### config.mk
export PLATFORM = sky130hd
export DESIGN_NAME = lbist_seq_ctrl
export DESIGN_NICKNAME = d
export VERILOG_FILES = /design/src/rtl/lbist_pkg.sv /design/src/rtl/lbist_cnt.sv /design/src/rtl/lbist_fsm.sv /design/src/rtl/lbist_seq_ctrl.sv
export SDC_FILE = /design/constraint.sdc
export NUM_CORES = 1
export LEC_CHECK = 0
export ABC_AREA = 1
export BUFFER_PORTS_ARGS = -buffer_cell sky130_fd_sc_hd__clkbuf_2
export CAP_MARGIN = 20
export CORE_MARGIN = 2
export CORE_UTILIZATION = 55
export CTS_CLUSTER_DIAMETER = 50
export DETAILED_ROUTE_END_ITERATION = 7
export PLACE_DENSITY = 0.76
export REMOVE_ABC_BUFFERS = 1
export SLEW_MARGIN = 10
export SYNTH_ARGS = -nofsm -noshare
export SYNTH_HDL_FRONTEND = slang
export SYNTH_SLANG_ARGS = --single-unit
### constraint.sdc
create_clock -name clk -period 1.8 [get_ports clk]
set_input_delay 0.09 -clock clk [delete_from_list [all_inputs] [get_ports clk]]
set_output_delay 0.09 -clock clk [all_outputs]
set_load 0.02 [all_outputs]
### src/rtl/lbist_pkg.sv
package lbist_pkg;

    typedef enum logic [2:0] {
        ST_IDLE    = 3'd0,
        ST_SEED    = 3'd1,
        ST_SHIFT   = 3'd2,
        ST_CAPTURE = 3'd3,
        ST_FINAL   = 3'd4,
        ST_COMPARE = 3'd5,
        ST_DONE    = 3'd6
    } seq_state_e;

    typedef struct packed {
        logic scan_en;
        logic shift_clk_en;
        logic cap_clk_en;
        logic prpg_en;
        logic misr_en;
        logic seed_ld;
        logic sig_cmp;
        logic busy;
        logic done;
    } ctl_t;

    function automatic ctl_t decode_ctl(seq_state_e s);
        ctl_t c;
        c = '0;
        case (s)
            ST_SEED: begin
                c.seed_ld = 1'b1;
                c.busy    = 1'b1;
            end
            ST_SHIFT, ST_FINAL: begin
                c.scan_en      = 1'b1;
                c.shift_clk_en = 1'b1;
                c.prpg_en      = 1'b1;
                c.misr_en      = 1'b1;
                c.busy         = 1'b1;
            end
            ST_CAPTURE: begin
                c.cap_clk_en = 1'b1;
                c.busy       = 1'b1;
            end
            ST_COMPARE: begin
                c.sig_cmp = 1'b1;
                c.busy    = 1'b1;
            end
            ST_DONE: c.done = 1'b1;
            default: c = '0;
        endcase
        return c;
    endfunction

endpackage

### src/rtl/lbist_cnt.sv
module lbist_cnt #(
    parameter int W = 8
) (
    input  logic         clk,
    input  logic         rst,
    input  logic         load,
    input  logic [W-1:0] load_val,
    input  logic         dec,
    output logic         last_o
);
    localparam logic [W-1:0] ONE = {{(W-1){1'b0}}, 1'b1};

    logic [W-1:0] cnt;

    always_ff @(posedge clk) begin
        if (rst) begin
            cnt <= '0;
        end else if (load) begin
            cnt <= (load_val == '0) ? ONE : load_val;
        end else if (dec && cnt != '0) begin
            cnt <= cnt - ONE;
        end
    end

    assign last_o = (cnt == ONE);
endmodule

### src/rtl/lbist_fsm.sv
module lbist_fsm
    import lbist_pkg::*;
(
    input  logic       clk,
    input  logic       rst,
    input  logic       start_lvl,
    input  logic       start_rise,
    input  logic       sh_last,
    input  logic       cap_last,
    input  logic       pat_last,
    output seq_state_e state_o,
    output logic       accept_o,
    output logic       sh_load_o,
    output logic       sh_dec_o,
    output logic       cap_load_o,
    output logic       cap_dec_o,
    output logic       pat_load_o,
    output logic       pat_dec_o
);
    seq_state_e state, nxt;

    always_comb begin
        nxt = state;
        case (state)
            ST_IDLE:    if (start_rise) nxt = ST_SEED;
            ST_SEED:    nxt = ST_SHIFT;
            ST_SHIFT:   if (sh_last) nxt = ST_CAPTURE;
            ST_CAPTURE: if (cap_last) nxt = pat_last ? ST_FINAL : ST_SHIFT;
            ST_FINAL:   if (sh_last) nxt = ST_COMPARE;
            ST_COMPARE: nxt = ST_DONE;
            ST_DONE:    if (!start_lvl) nxt = ST_IDLE;
            default:    nxt = ST_IDLE;
        endcase
    end

    always_ff @(posedge clk) begin
        if (rst) state <= ST_IDLE;
        else     state <= nxt;
    end

    assign state_o    = state;
    assign accept_o   = (state == ST_IDLE) && start_rise;
    assign sh_load_o  = (state == ST_SEED) || (state == ST_CAPTURE && cap_last);
    assign sh_dec_o   = (state == ST_SHIFT) || (state == ST_FINAL);
    assign cap_load_o = (state == ST_SHIFT) && sh_last;
    assign cap_dec_o  = (state == ST_CAPTURE);
    assign pat_load_o = (state == ST_SEED);
    assign pat_dec_o  = (state == ST_CAPTURE) && cap_last;
endmodule

### src/rtl/lbist_seq_ctrl.sv
module lbist_seq_ctrl
    import lbist_pkg::*;
#(
    parameter int LEN_W = 16,
    parameter int PAT_W = 20,
    parameter int CAP_W = 4
) (
    input  logic             clk,
    input  logic             rst,
    input  logic             start_i,
    input  logic [LEN_W-1:0] chain_len_i,
    input  logic [PAT_W-1:0] pat_num_i,
    input  logic [CAP_W-1:0] cap_num_i,
    output logic             scan_en_o,
    output logic             shift_clk_en_o,
    output logic             cap_clk_en_o,
    output logic             prpg_en_o,
    output logic             misr_en_o,
    output logic             seed_ld_o,
    output logic             sig_cmp_o,
    output logic             busy_o,
    output logic             done_o
);
    logic             start_q;
    logic             start_rise;
    logic [LEN_W-1:0] len_q;
    logic [PAT_W-1:0] pat_q;
    logic [CAP_W-1:0] cap_q;
    seq_state_e       state;
    logic             accept;
    logic             sh_load, sh_dec, sh_last;
    logic             cap_load, cap_dec, cap_last;
    logic             pat_load, pat_dec, pat_last;
    ctl_t             ctl;

    always_ff @(posedge clk) begin
        if (rst) start_q <= 1'b0;
        else     start_q <= start_i;
    end
    assign start_rise = start_i && !start_q;

    always_ff @(posedge clk) begin
        if (rst) begin
            len_q <= '0;
            pat_q <= '0;
            cap_q <= '0;
        end else if (accept) begin
            len_q <= chain_len_i;
            pat_q <= pat_num_i;
            cap_q <= cap_num_i;
        end
    end

    lbist_fsm u_fsm (
        .clk        (clk),
        .rst        (rst),
        .start_lvl  (start_i),
        .start_rise (start_rise),
        .sh_last    (sh_last),
        .cap_last   (cap_last),
        .pat_last   (pat_last),
        .state_o    (state),
        .accept_o   (accept),
        .sh_load_o  (sh_load),
        .sh_dec_o   (sh_dec),
        .cap_load_o (cap_load),
        .cap_dec_o  (cap_dec),
        .pat_load_o (pat_load),
        .pat_dec_o  (pat_dec)
    );

    lbist_cnt #(.W(LEN_W)) u_shift_cnt (
        .clk(clk), .rst(rst), .load(sh_load), .load_val(len_q),
        .dec(sh_dec), .last_o(sh_last)
    );

    lbist_cnt #(.W(CAP_W)) u_cap_cnt (
        .clk(clk), .rst(rst), .load(cap_load), .load_val(cap_q),
        .dec(cap_dec), .last_o(cap_last)
    );

    lbist_cnt #(.W(PAT_W)) u_pat_cnt (
        .clk(clk), .rst(rst), .load(pat_load), .load_val(pat_q),
        .dec(pat_dec), .last_o(pat_last)
    );

    assign ctl            = decode_ctl(state);
    assign scan_en_o      = ctl.scan_en;
    assign shift_clk_en_o = ctl.shift_clk_en;
    assign cap_clk_en_o   = ctl.cap_clk_en;
    assign prpg_en_o      = ctl.prpg_en;
    assign misr_en_o      = ctl.misr_en;
    assign seed_ld_o      = ctl.seed_ld;
    assign sig_cmp_o      = ctl.sig_cmp;
    assign busy_o         = ctl.busy;
    assign done_o         = ctl.done;
endmodule

# == Word level (Yosys, flattened, before mapping) ==
# Cells that the tools add are included.
# classes
n_lt_le_gt_ge,0
mux,22
reduce_logical,23
n_eq_ne,14
div,0
n_bitwise,0
shift,0
n_mul,0
addsub,3
# op_table
op,n
2-to-1 mux 20 bit,3
2-to-1 mux 16 bit,3
case mux 3 bit (7 select lines),1
== test 20 x 1 -> 1 bit (second input constant),1
logical NOT 20 bit,1
nonzero test 20 bit,1
subtractor 20 x 1 -> 20 bit (second input constant),1
2-to-1 mux 3 bit,6
== test 16 x 1 -> 1 bit (second input constant),1
logical NOT 16 bit,1
nonzero test 16 bit,1
subtractor 16 x 1 -> 16 bit (second input constant),1
2-to-1 mux 4 bit,3
== test 3 bit (second input constant),3
logical AND 1 bit,7
== test 3 x 2 -> 1 bit (second input constant),2
inequality test 2 x 1 -> 1 bit (second input constant),3
nonzero test 2 bit,3
2-to-1 mux 1 bit,5
AND reduction 5 bit,1
OR reduction 5 bit,1
== test 4 x 1 -> 1 bit (second input constant),1
logical NOT 4 bit,1
inequality test 2 bit (second input constant),2
8 further kinds,9
# totals
out_inout_bits,9
latch_bits,0
mem_bits_rw,0
ff_bits,84
memories,0
rom_bits,0
wordCells,70

# == Logic depth before layout (Yosys ltp) ==
# Gate-level depths: netlist of run 1.
# logic_depth
depth_word,5
depth_mapped,12
ltp_nobuf,12

# == Hierarchy ==
# A second synthesis of run 1 with hierarchy kept.
# unflattened
cells_unflattened,769
area_unflattened_um2,4912.2
# modules_own_cells
mod,area_each_um2,instances,cells_per_inst
lbist_cnt (u_pat_cnt),1552.7,1,262
lbist_seq_ctrl,1510.2,1,194
lbist_cnt (u_shift_cnt),1275.0,1,220
lbist_fsm,294.0,1,49
lbist_cnt (u_cap_cnt),280.3,1,44

# == Worst setup path after synthesis of run 1 ==
# No wires, ideal clock.
# synth_timing
kind,register to register
start,register u_fsm.state[1] (netlist: u_fsm.state_o[1])
end,register u_shift_cnt.cnt[1]
t_arrival_ns,1.425
n_path_buf,2
synth_period_minus_slack_ns,1.545
slack_ns,0.255
required_time_ns,1.680
stages_incl_launch_ff,10
setup_ns,0.120
cell_sequence,dfxtp_1 > nand2_2 > nor2_4 > inv_2 > nor2_8 > nor2_8 > buf_6 > buf_6 > o21ai_0 > nor3_2
# synth_via
elab_chain_cells,4
# synth_rtl
item,line_no,rtl
from (decl),lbist_fsm.sv:20,"seq_state_e state, nxt;"
from (signal assigned),lbist_fsm.sv:38,else state <= nxt;
"== test 3 x 2 -> 1 bit, or another cell as far along",lbist_fsm.sv:43,assign sh_load_o = (state == ST_SEED) || (state == ST_CAPTURE && cap_last);
logical AND 1 bit or logical OR 1 bit (tied branches),"lbist_fsm.sv:43, lbist_fsm.sv:44",
logical OR 1 bit or logical AND 1 bit (tied branches),"lbist_fsm.sv:43, lbist_cnt.sv:20",
2-to-1 mux 16 bit or nonzero test 2 bit (tied branches),-,
to (signal assigned),lbist_cnt.sv:19,cnt <= (load_val == '0) ? ONE : load_val;
to (signal assigned),lbist_cnt.sv:21,cnt <= cnt - ONE;
to (decl),lbist_cnt.sv:13,logic [W-1:0] cnt;
# Parallel ways exist; a longest one is shown, timed or not.
# A chain may end at the register's enable or synchronous reset.

# == Final worst setup path of run 1 ==
# layout_timing
start,register u_fsm.state[0] (netlist: u_fsm.state_o[0])
end,output seed_ld_o
# layout_via
elab_chain_cells,2
# layout_rtl
item,line_no,rtl
== test 3 x 1 -> 1 bit,lbist_pkg.sv:28,case (s)
2-to-1 mux 1 bit,lbist_pkg.sv:28,
to (decl),lbist_seq_ctrl.sv:19,"output logic seed_ld_o,"
# Every way passes these cells.

==> results of run 1 <==
==> worst min-delay path by stage <==
stage,startpoint,to,slack [ps],depth (start not counted)
6_report,chain_len_i[4],len_q[4],9,3
5_1_grt,chain_len_i[11],len_q[11],20,3
4_1_cts,chain_len_i[3],len_q[3],0.1,3
3_5_place_dp,start_i,start_q,330,3
3_3_place_gp,start_i,start_q,330,3
2_1_floorplan,rst,u_shift_cnt.cnt[3],150,1
==> power groups by stage <==
stage / Sequential (mW) / Combinational, mW / Clock, mW
after global routing: 2.99 / 8.10 / 1.52
after CTS: 2.90 / 6.91 / 1.46
final: 2.91 / 7.14 / 1.44
after global placement: 2.91 / 6.65 / 0
after detailed placement: 2.93 / 6.78 / 0
after floorplan: 2.85 / 5.04 / 0
==> critical path, delay by kind of cell, from the launching register on <==
| family | cells | cell delay (ps) |
|---|---|---|
| buffers and inverters | 4 | 590 |
| and+or+nand+nor | 2 | 210 |
| DFF | 1 | 420 |
==> final cells by class <==
type                    count  area (µm²)  area share
repair buffers             93         669       0.120
multi-input cells         532        2590       0.464
clock buffers              10         138      0.0247
inverters                  79         304      0.0545
flip-flops and latches     84        1680       0.301
clock inverters             6        68.8      0.0123
well taps                 105         131      0.0235
==> what timing repair did <==
action / 4_1_cts / 5_1_grt
setup endpoints to repair: 7 / 33
gates resized for setup: 2 / 11
setup buffers: 0 / 0
hold buffers: 23 / 0
endpoints found under the hold margin: 23 / 0
gates cloned: 0 / 0
==> cells in the mapped netlist (6+ instances only) <==
master | n | area, µm²
nand3_1 | 57 | 285
a21oi_1 | 60 | 300
ha_1 | 8 | 100
o21ai_0 | 79 | 395
nand4_1 | 7 | 43.8
clkbuf_1 | 11 | 41.3
nand2_1 | 136 | 510
xnor2_1 | 6 | 52.6
buf_2 | 8 | 40.0
inv_1 | 74 | 278
nand2_2 | 6 | 37.5
dfxtp_1 | 84 | 1680
nor2_1 | 136 | 510
==> cells in the final DEF (no fill, tap or decap), types with 4 or more instances in the layout <==
master and n:
nand3b_1 4, clkbuf_2 51, nand4_1 7, clkbuf_8 10, nand3_1 56, a21oi_1 60
ha_1 8, nand2_4 4, dlygate4sd3_1 23, inv_1 73, o21ai_0 79, nor2_1 132
nor2_2 5, buf_4 15, dfxtp_1 84, nor3_1 5, xnor2_1 6, xor2_1 5
nand2_1 135
==> per-layer routing <==
metal  up-vias  part of all wire  global-route usage
met5         -                 0                   0
met4         0            0.0071              0.0751
met3         8             0.051              0.0493
met2       128              0.45               0.435
met1      2159              0.49               0.360
li1       2483                 -                   -
==> flip-flops by register name, indices dropped and copies added, names as in the netlist <==
name             cells
len_q               16
cap_q                4
u_pat_cnt.cnt       20
pat_q               20
u_fsm.state_o        3
u_cap_cnt.cnt        4
start_q              1
u_shift_cnt.cnt     16
==> cells by family after synthesis <==
group,Yosys count
compound gates,152
xor+xnor,11
fa+ha+maj,8
buf+inv,108
flops,84
mux,2
simple gates,359
==> stage by stage <==
| step | utilization | setup TNS, ps | hold WS, ps |
|---|---|---|---|
| after floorplan | - | -11740 | 152 |
| after global routing | 0.676 | 0 | 17.5 |
| after global placement | 0.617 | 0 | 330 |
| after detailed placement | 0.617 | -16.7 | 327 |
| final | 0.676 | 0 | 8.64 |
| after CTS | 0.671 | 0 | 0.0979 |
==> impl_metrics.toml, run 1 <==
[status]
status = "completed"

[critical_path]
crit_type = "flip-flop to primary output"
worstSetupEndpoint = "seed_ld_o"
r2r_slack_ps = 150
rr_endpoint = "u_shift_cnt.cnt[12]"
cp_slowest_cell = "dfxtp_1"
start_kind = "flip-flop"
rr_startpoint = "u_cap_cnt.cnt[1]"
cp_max_fo = 15
reg2reg_depth = 11
path_cells = "inv_1 > nor2_2 > nand2_4 > inv_4 > buf_4 > clkbuf_2"
worst_setup_path_end_kind = "primary output"
slowest_delay_ps = 420
required_ps = 1710
arrival_ps = 1590
cp-startpoint = "u_fsm.state_o[0]"

[detailed_routing]
wl_per_cell_um = 12.8
drc = 0
ant_nets = 0
dr.pass1.iters = 5
drtIter0Drc = 250
routed_wl_um = 11600
vias_per_cell = 5.26
dr_total_vias = 4778

[synth]
synth_top_family_by_area = "simple AND/OR/NAND/NOR gates"
yosysSeqAreaShare = 0.359
async_reset_ff_frac = 0
syn_area_per_cell_um2 = 6.48
synth_seq_cells = 84
synth_edf_count = 0
synth_xor_area_frac = 0.0205
yosysWarnings = 0
synth_cells = 724
synth_area_mm2 = 0.00469
synthAdderAreaFrac = 0.0213
muxShareOfSynthArea = 0.00427
synth-simple-area-share = 0.328
synth_compound_area_frac = 0.168
synth_cell_types = 35
synthFlopType = "dfxtp_1"

[die]
ios = 52
die_height_um = 96.3
rows = 33
die_w_um = 96.3
die_area_mm2 = 0.00928
initial_core_util = 0.568
core_mm2 = 0.00826

[pwr]
p_int_mw = 5.76
p_comb_frac = 0.622
power.density_mw_per_mm2 = 2060
clkPwrFrac = 0.125
pwr-share-seq = 0.253
switching_share = 0.499
p_leak_nw = 2.58
p_sw_mw = 5.73
peakVddDrop_uv = 827
finalPower_mw = 11.5

[global_routing]
grt_pass1_vias = 4376
track_usage = 0.267
grt_max_degree = 67
antenna_found_initial = 0
grt_pass1_wl_um = 19500
grt_overflow = 0

[placed_design]
place_area_mm2 = 0.00509
io_buffers = 51
place_worst_setup_slack_ps = -14.5
place_inst = 870
dp_hpwl_um = 7980
gp_congestion = 0.907

[clock_tree]
cts_buffers = 9
root_buffer = "clkbuf_8"
clock_latency_ps = 360
tritoncts = "built"
cts_max_level = 3
cts.clk_slew.worst_paths_ps = 90
cts_buffer_depth = 2
clock-sinks = 84

[timing]
setup_ws_ps = 124
fmax_ghz = 0.597
fin_crit_sh = 0.931
rsz0062_at_grt = "no"
post-route-min-period_ps = 1680
tightest_slew_ps = 590
slew_headroom = 0.606
fin_skew_ps = 9.88
hold_viol_final = 0
final-setup-viol-count = 0
slew_violations = 0

[finish]
nets = 850
diodes = 0
final_cells = 909
area_delta_synth_final_pct = 19.0
drive_gt1_frac = 0.141
design_area_mm2 = 0.00558
fillers = 754

[flow_run]
drv_cap = 0

[worst_hold_path]
hp-class = "input pin to flip-flop"
Note: power is estimated with default switching activity, not from simulation.
==> inputs of run 2 (changes only) <==
--- a/config.mk
+++ b/config.mk
@@ -10,6 +10,7 @@
 export CAP_MARGIN = 20
 export CORE_MARGIN = 2
 export CORE_UTILIZATION = 55
+export CTS_BUF_LIST = sky130_fd_sc_hd__clkbuf_2 sky130_fd_sc_hd__clkbuf_4 sky130_fd_sc_hd__clkbuf_8
 export CTS_CLUSTER_DIAMETER = 50
 export DETAILED_ROUTE_END_ITERATION = 7
 export PLACE_DENSITY = 0.76
==> constraint.sdc (replaced) <==
create_clock -name clk -period 2 [get_ports clk]
set_input_delay 0.1 -clock clk [delete_from_list [all_inputs] [get_ports clk]]
set_output_delay 0.1 -clock clk [all_outputs]
set_load 0.02 [all_outputs]
==> run 2 against run 1 <==
Wire length down 3.5%. Sequential power down 8.6%. Critical path depth up 4. Power down 14%. Combinational power down 15%. Core utilization down 4.1 points. Final cell count down 3.0%. Sequential share of layout area up 1.9 points. Via count down 2.2%. Register-to-register slack about the same. Setup slack better by 26 ps. Clock power down 18%. Largest cell class unchanged.
==> impl_metrics.toml, run 2 (synthesis results as in run 1) <==
[worst_hold_path]
whs_path_depth = 3
hold_end = "pat_q[0]"
hp-class = "input pin to flip-flop"
hold_start = "pat_num_i[0]"

[timing]
hold_viol_final = 0
fin_skew_ps = 13.9
fin_crit_sh = 0.925
tightest_slew_ps = 544
slew_violations = 0
rsz0062_at_grt = "no"
slew_headroom = 0.637
post-route-min-period_ps = 1850
final-setup-viol-count = 0
finalSetupTns_ps = 0
fmax_ghz = 0.540
setup_ws_ps = 149

[detailed_routing]
dr.pass1.iters = 5
drtIter0Drc = 333
vias_per_cell = 5.30
met2_length_um = 5040
dr_total_vias = 4674
routed_wl_um = 11200
wl_per_cell_um = 12.7
ant_nets = 0
wl_met1_um = 5500
met3_length_um = 538
highest_layer = "met4"
drc = 0

[placed_design]
gp_congestion = 0.889
place_worst_setup_slack_ps = 96.2
io_buffers = 51
dp_hpwl_um = 8140

[finish]
postLayoutCoreUtil = 0.635
drive_gt1_frac = 0.129
area_delta_synth_final_pct = 11.9
reg_top3 = "pat_q: 20 flops, u_pat_cnt.cnt: 20 flops"
final_cell_mix = "135 x nand2_1, 135 x nor2_1, 84 x dfxtp_1, 78 x o21ai_0, 74 x inv_1"
nets = 823
diodes = 0

[clock_tree]
clock_latency_ps = 350
cts_max_level = 3
root_buffer = "clkbuf_8"
post_cts_buffers = 0
cts_buffers = 9
clock-sinks = 84
cts_buffer_depth = 2
cts.clk_slew.worst_paths_ps = 80
tritoncts = "built"

[critical_path]
rr_endpoint = "u_shift_cnt.cnt[2]"
reg2reg_depth = 10
arrival_ps = 2130
crit_type = "flip-flop to flip-flop"
worst_setup_path_end_kind = "flip-flop"
rr_startpoint = "u_cap_cnt.cnt[1]"
cp_max_fo = 16
required_ps = 2280
r2r_slack_ps = 150
start_kind = "flip-flop"

[die]
core_mm2 = 0.00826
rows = 33
ios = 52
die_area_mm2 = 0.00928
die_height_um = 96.3
initial_core_util = 0.568
die_w_um = 96.3

[status]
status = "completed"

[pwr]
p_leak_nw = 2.43
finalPower_mw = 9.92
power.density_mw_per_mm2 = 1890
peakVddDrop_uv = 744

[global_routing]
antenna_found_initial = 0
grt_overflow = 0
grt_max_degree = 41
track_usage = 0.252
grt_pass1_vias = 4173
grt_pass1_wl_um = 18600

[flow_run]
drv_cap = 0
run 2: cell count changes in the layout (fill, tap and decap cells not counted), moves of 2 or more:
cell and delta:
clkinv_4 +2, dlygate4sd3_1 -19, nor2_1 +3, nand2_2 +2, nor2_2 -3, buf_4 -4
buf_12 -3
run 2: worst max-delay path, cell delays in order (launching register included):
cell     delay, ps
dfxtp_1        350
inv_1           80
ha_1           170
nand3_1        200
nor2_8          80
nor2_8         240
buf_4          260
o21ai_0        100
o21ai_0         80
nand2_1         70
a21oi_1        140
run 2: area by class of cell:
cell class | instances | area [µm²]
fill | 809 | 3010
multi-input combinational | 532 | 2560
sequential | 84 | 1680
timing repair buffer | 66 | 378
inverter | 79 | 304
clock buffer | 11 | 151
tap | 105 | 131
clock inverter | 5 | 42.5
run 2: where the power goes:
group	internal [mW]	switching, mW
Sequential	2.21	0.448
Combinational	2.14	3.95
Clock	0.533	0.643
run 2: what timing repair did:
item,CTS,global route
hold endpoints to repair,4,0
resized for setup,0,5
hold buffers,4,0
endpoints found under the setup margin,0,22
run 2: worst max path at each step:
stage                        start                  end  slack [ps]  cells past startpoint
6_report          u_cap_cnt.cnt[1]   u_shift_cnt.cnt[2]         150                     10
5_1_grt        u_shift_cnt.cnt[13]   u_shift_cnt.cnt[0]          10                     11
4_1_cts        u_shift_cnt.cnt[13]   u_shift_cnt.cnt[2]          60                     11
3_5_place_dp    u_shift_cnt.cnt[8]  u_shift_cnt.cnt[11]         100                      9
3_3_place_gp   u_shift_cnt.cnt[13]  u_shift_cnt.cnt[13]         100                     11
2_1_floorplan     u_fsm.state_o[2]             cap_q[0]        -340                      7
run 2: stage by stage:
stage / area (µm²) / instances / hold slack [ps]
2_1_floorplan: 4530 / 695 / 162
3_3_place_gp: 5000 / 862 / 339
3_5_place_dp: 5000 / 862 / 350
4_1_cts: 5230 / 882 / 0.744
5_1_grt: 5250 / 882 / 20.7
6_report: 5250 / 882 / 2.79
run 2: routing by layer:
layer  up-vias  GRT usage
met5         -          0
met4         0     0.0845
met3        11     0.0305
met2       120      0.407
met1      2120      0.348
li1       2423          -
